File: config.mk
export PLATFORM = sky130hd
export DESIGN_NAME = motor_rev_starter
export DESIGN_NICKNAME = d
export VERILOG_FILES = /design/src/rtl/motor_rev_pkg.sv /design/src/rtl/motor_rev_rst_sync.sv /design/src/rtl/motor_rev_rung.sv /design/src/rtl/motor_rev_starter.sv
export SDC_FILE = /design/constraint.sdc
export NUM_CORES = 1
export LEC_CHECK = 0
export BUFFER_PORTS_ARGS = -buffer_cell sky130_fd_sc_hd__buf_2
export CORE_AREA = 2 2 39 41
export DETAILED_ROUTE_END_ITERATION = 10
export DIE_AREA = 0 0 41 43
export GPL_TIMING_DRIVEN = 0
export PLACE_DENSITY = 0.41
export SLEW_MARGIN = 15
export SYNTH_ARGS = -nofsm -noshare
export SYNTH_HDL_FRONTEND = slang
export SYNTH_HIERARCHICAL = 1
export SYNTH_SLANG_ARGS = --single-unit
File: constraint.sdc
create_clock -name clk -period 0.8 [get_ports clk]
set_input_delay 0.08 -clock clk [delete_from_list [all_inputs] [get_ports clk]]
set_output_delay 0.08 -clock clk [all_outputs]
set_load 0.01 [all_outputs]
File: src/rtl/motor_rev_pkg.sv
package motor_rev_pkg;
  localparam int NUM_DIR = 2;
  localparam int DIR_W   = $clog2(NUM_DIR);

  typedef enum logic [DIR_W-1:0] {
    DIR_FWD = 1'b0,
    DIR_REV = 1'b1
  } dir_e;

  typedef logic [NUM_DIR-1:0] dir_vec_t;
endpackage

File: src/rtl/motor_rev_rst_sync.sv
module motor_rev_rst_sync #(
  parameter int STAGES = 2
) (
  input  logic clk,
  input  logic rst_n,
  output logic rst_sync_n
);
  logic [STAGES-1:0] shreg_q;
  logic [STAGES-1:0] shreg_d;

  always_comb begin
    shreg_d = {shreg_q[STAGES-2:0], 1'b1};
  end

  always_ff @(posedge clk or negedge rst_n) begin
    if (!rst_n) shreg_q <= '0;
    else        shreg_q <= shreg_d;
  end

  assign rst_sync_n = shreg_q[STAGES-1];
endmodule

File: src/rtl/motor_rev_rung.sv
module motor_rev_rung (
  input  logic stop_ok,
  input  logic own_btn,
  input  logic other_btn,
  input  logic own_q,
  input  logic other_q,
  output logic own_nxt
);
  logic start_req;
  logic seal_in;
  logic blocked;

  always_comb begin
    start_req = own_btn & ~other_btn;
    seal_in   = own_q;
    blocked   = other_q;
    own_nxt   = stop_ok & ~blocked & (seal_in | start_req);
  end
endmodule

File: src/rtl/motor_rev_starter.sv
module motor_rev_starter
  import motor_rev_pkg::*;
#(
  parameter int RST_STAGES = 2
) (
  input  logic clk,
  input  logic rst_n,
  input  logic stop_nc_i,
  input  logic fwd_btn_i,
  input  logic rev_btn_i,
  output logic fwd_on_o,
  output logic rev_on_o
);
  logic     rst_sync_n;
  dir_vec_t btn_v;
  dir_vec_t coil_q;
  dir_vec_t coil_nxt;
  logic     coil_en;

  motor_rev_rst_sync #(.STAGES(RST_STAGES)) u_rst_sync (
    .clk        (clk),
    .rst_n      (rst_n),
    .rst_sync_n (rst_sync_n)
  );

  always_comb begin
    btn_v          = '0;
    btn_v[DIR_FWD] = fwd_btn_i;
    btn_v[DIR_REV] = rev_btn_i;
  end

  for (genvar d = 0; d < NUM_DIR; d++) begin : g_rung
    localparam int OTHER = NUM_DIR - 1 - d;
    motor_rev_rung u_rung (
      .stop_ok   (stop_nc_i),
      .own_btn   (btn_v[d]),
      .other_btn (btn_v[OTHER]),
      .own_q     (coil_q[d]),
      .other_q   (coil_q[OTHER]),
      .own_nxt   (coil_nxt[d])
    );
  end

  always_comb begin
    coil_en = |(coil_q ^ coil_nxt);
  end

  always_ff @(posedge clk or negedge rst_sync_n) begin
    if (!rst_sync_n)  coil_q <= '0;
    else if (coil_en) coil_q <= coil_nxt;
  end

  assign fwd_on_o = coil_q[DIR_FWD];
  assign rev_on_o = coil_q[DIR_REV];
endmodule

* After elaboration in Yosys (flattened, before gate mapping) *
Index checks and enable logic that the tools add are counted.
Widths: inputs -> output; s select.

cells by class
  bitwise gates (word level) = 13
  reductions and logical operators = 1

operators with widths
  operator         number
  $and 1x1->1      6
  $not 1->1        4
  $or 1x1->1       2
  $reduce_or 2->1  1
  $xor 2x2->2      1

word-level totals
  register bits = 4
  input bits = 5
  output and inout port bits = 2
  word-level logic and storage cells = 16

* Logic depth before layout (Yosys ltp) *
  depth in word-level cells = 6
  gate-level depth with buffers = 3
  gate-level depth less buffers = 2

* Hierarchy *
The synthesis kept the hierarchy.

by module, submodules not included
  module              instances  cells each  area each (um^2)  seq. area each (um^2)
  motor_rev_starter   1          4           57.6              50.0
  motor_rev_rst_sync  1          3           53.8              50.0
  motor_rev_rung      2          3           20.0              0.0

* Worst setup path before layout *
Ideal clock, no wire load.

  path kind = reg2reg
  start point = register coil_q[1]
  end point = register coil_q[1]
  setup time = 115 ps
  arrival time = 699 ps
  data required time = 685 ps
  slack = -14 ps
  stages on the path, launching flop included = 3
  buffers on the path = 1
  period minus slack after synthesis = 814 ps
  cell sequence = dfrtp_1 -> o211a_1 -> clkbuf_1

on the way
  elaborated cells on any way between the ends = 7
  classes of those cells = bitwise: 6; reduce/logical: 1

RTL lines
  what                      line                     source
  start: declaration        motor_rev_starter.sv:16  dir_vec_t coil_q;
  start signal: assignment  motor_rev_starter.sv:50  else if (coil_en) coil_q <= coil_nxt;
  $or 1x1->1 *              motor_rev_rung.sv:17     own_nxt = stop_ok & ~blocked & (seal_in | start_req);
  $and 1x1->1 *             motor_rev_rung.sv:17
  via coil_nxt[1]           motor_rev_starter.sv:17  dir_vec_t coil_nxt;
  $xor 2x2->2               motor_rev_starter.sv:45  coil_en = |(coil_q ^ coil_nxt);
  $reduce_or 2->1           motor_rev_starter.sv:45

The timed path passes the listed nets; every way through them passes the cells marked *.
A chain may end at the register's enable or synchronous reset.

* Worst setup path in the final report *
  start point = register coil_q[1]
  end point = output port rev_on_o

RTL lines
  what              line                     source
  end: declaration  motor_rev_starter.sv:12  output logic rev_on_o

No word-level cell between the ends.

==> run metrics <==
outcome complete, but fails checks; failing checks setup timing; mapped cell area 151 sq um; Filler Cell Count ~150; Max VDD drop approximately 0.33 mV; num rows 14; Clock Tree Root clkbuf_4; grt ovf 0; Syn Inst Count 13; CP max-delay cell dfrtp_1; Final HPWL DP 228 um; Setup CP Type flip-flop to output pin; gpl congestion 0.482; Iter 0 DRT Violations 0; port bufs 6; All-Layer GR Usage under 10%; final hold slack ~16 ps; die area 1760 sq um; fin crit share 106%; antenna violations before repair 0; largest net degree at the start of global routing 4; critical path buffer and inverter count 1; Clock Latency Late Sink about 230 ps; RSZ-0062 raised after global routing true; sequential-to-total area share from yosys stat 66.1%; r2r worst-path depth 1; Starting Density a little over a tenth; GRT busiest layer met4; share of Yosys cell area claimed by the top area cell type 66.1%; Hold Crit Class flip-flop to asynchronous set/reset pin; Synth Register Bits 4; layout cells sized above 1 42.9%; FMAX 1180 MHz; ANT cells 0; post-place setup slack 25.4 ps; crit path max fanout 3; clk_skew about 3.3 ps; CP max stage delay 390 ps; syn_nets 18; detailed-route DRC error count 0; reg2reg start coil_q[1]$_DFFE_PN0P_; crit path cell chain buf_2; top cells by area, synth dfrtp_1 66%, o211a_1 13%, nor2b_1 8.3%; drt wl/cell 8.08 um; IO Pins 7; Final Max Tran Viols 0; H-Tree Depth 1; Leak 0.126 nW; Setup crit end kind output pin; Final setup viols 2; R2R setup slack roughly 70 ps; CP Data Required Time approximately 720 ps; clock period minus final worst setup slack 846 ps; final hold violations 0; clock-pin slew on the worst setup and hold paths ~40 ps; CTS Buf Count 3; post-DR vias/cell 2.81; met3 GRT Util around 4.7%; P per Cell Area 2260 nW/um^2; FF-to-FF End coil_q[1]$_DFFE_PN0P_; Synth warnings 6; global-route wire length before repair 510 um; vias in the first global route 123; final WL 299 um; Core Area around 1400 sq um; CTS tree built; die width 41 um; CTS Buffer Depth 2; Post-DRT Antenna Nets 0; Critical Path Start Type flip-flop; Area Growth Syn to Fin 49.6%; Die Span Y ~43 um; vias post-DR 104; setup ws final -46.2 ps; NumNets Final 28; max cap viols 0; CP top delay family flip-flops; M2 GR Usage 5.31%; syn avg cell area 11.6 sq um; met1 Track Usage GR 5.19%; Sinks on Clock Net 4; Critical Path AT approximately 770 ps; DRT Pass-1 Iters 1; Synth area leader dfrtp_1; Netlist cell types 6; CTS resizes 0
[cells by family after synthesis]
kind of cell	Yosys count	synth area share, %
compound gates	2	13.2
flops	4	66.1
buf+inv	4	9.92
simple gates	2	8.26
other cells	1	2.48
[report_power, final]
| group | switching (mW) | internal, mW | total [mW] | leakage [nW] |
|---|---|---|---|---|
| registers | 0.00778 | 0.216 | 0.223 | 0.0499 |
| logic | 0.0176 | 0.0230 | 0.0406 | 0.0626 |
| clock network | 0.0797 | 0.168 | 0.247 | 0.0138 |
| total | 0.105 | 0.406 | 0.511 | 0.126 |
[final cells by class]
class	instances	area, sq um	share of cell area [%]
clock buffer	3	22.5	9.94
inverter	2	7.51	3.31
multi-input combinational	5	36.3	16.0
sequential	4	100	44.2
tap	16	20.0	8.84
timing repair buffer	7	40.0	17.7
[Yosys cell counts]
master	instances
clkbuf_1	2
inv_1	2
dfrtp_1	4
conb_1	1
nor2b_1	2
o211a_1	2
[worst max path at each step]
stage	cells past startpoint	to	from
floorplan	2	coil_q[0]$_DFFE_PN0P_	coil_q[0]$_DFFE_PN0P_
global placement	2	coil_q[0]$_DFFE_PN0P_	coil_q[0]$_DFFE_PN0P_
detailed placement	2	coil_q[0]$_DFFE_PN0P_	coil_q[0]$_DFFE_PN0P_
CTS	1	rev_on_o	coil_q[1]$_DFFE_PN0P_
global route	1	rev_on_o	coil_q[1]$_DFFE_PN0P_
finish	1	rev_on_o	coil_q[1]$_DFFE_PN0P_
[stage by stage]
stage / TNS, ps / utilization (%) / power, mW / instances / instance area, sq um
6_report: -82.1 / 16.4 / 0.511 / 37 / 226
5_1_grt: -162 / 16.4 / 0.561 / 37 / 226
4_1_cts: -99.6 / 16.9 / 0.530 / 39 / 234
3_5_place_dp: 0 / 14.6 / 0.267 / 35 / 201
3_3_place_gp: 0 / 14.6 / 0.264 / 35 / 201
2_1_floorplan: 0 / - / 0.244 / 13 / 151
[state kept, by name, indices dropped and copies added (netlist names)]
signal	count
coil_q	2
u_rst_sync/shreg_q	2
[metal layers]
layer | vias up | routed length [um]
met2 | 7 | 119
met3 | 0 | 48
li1 | 53 | -
met1 | 44 | 131
met4 | 0 | 0
met5 | - | 0
[what timing repair did]
action,CTS,global route
endpoints found under the hold margin,2,0
setup endpoints to repair,2,4
hold buffers,1,0
buffers inserted,0,0
pin swaps,0,2
[layout by cell type (no fill, tap or decap)]
cell type      n
o211a_1        2
buf_2          6
clkbuf_4       3
nor2b_1        2
dfrtp_1        4
conb_1         1
inv_1          2
dlygate4sd3_1  1
Note: power is estimated with default switching activity, not from simulation.
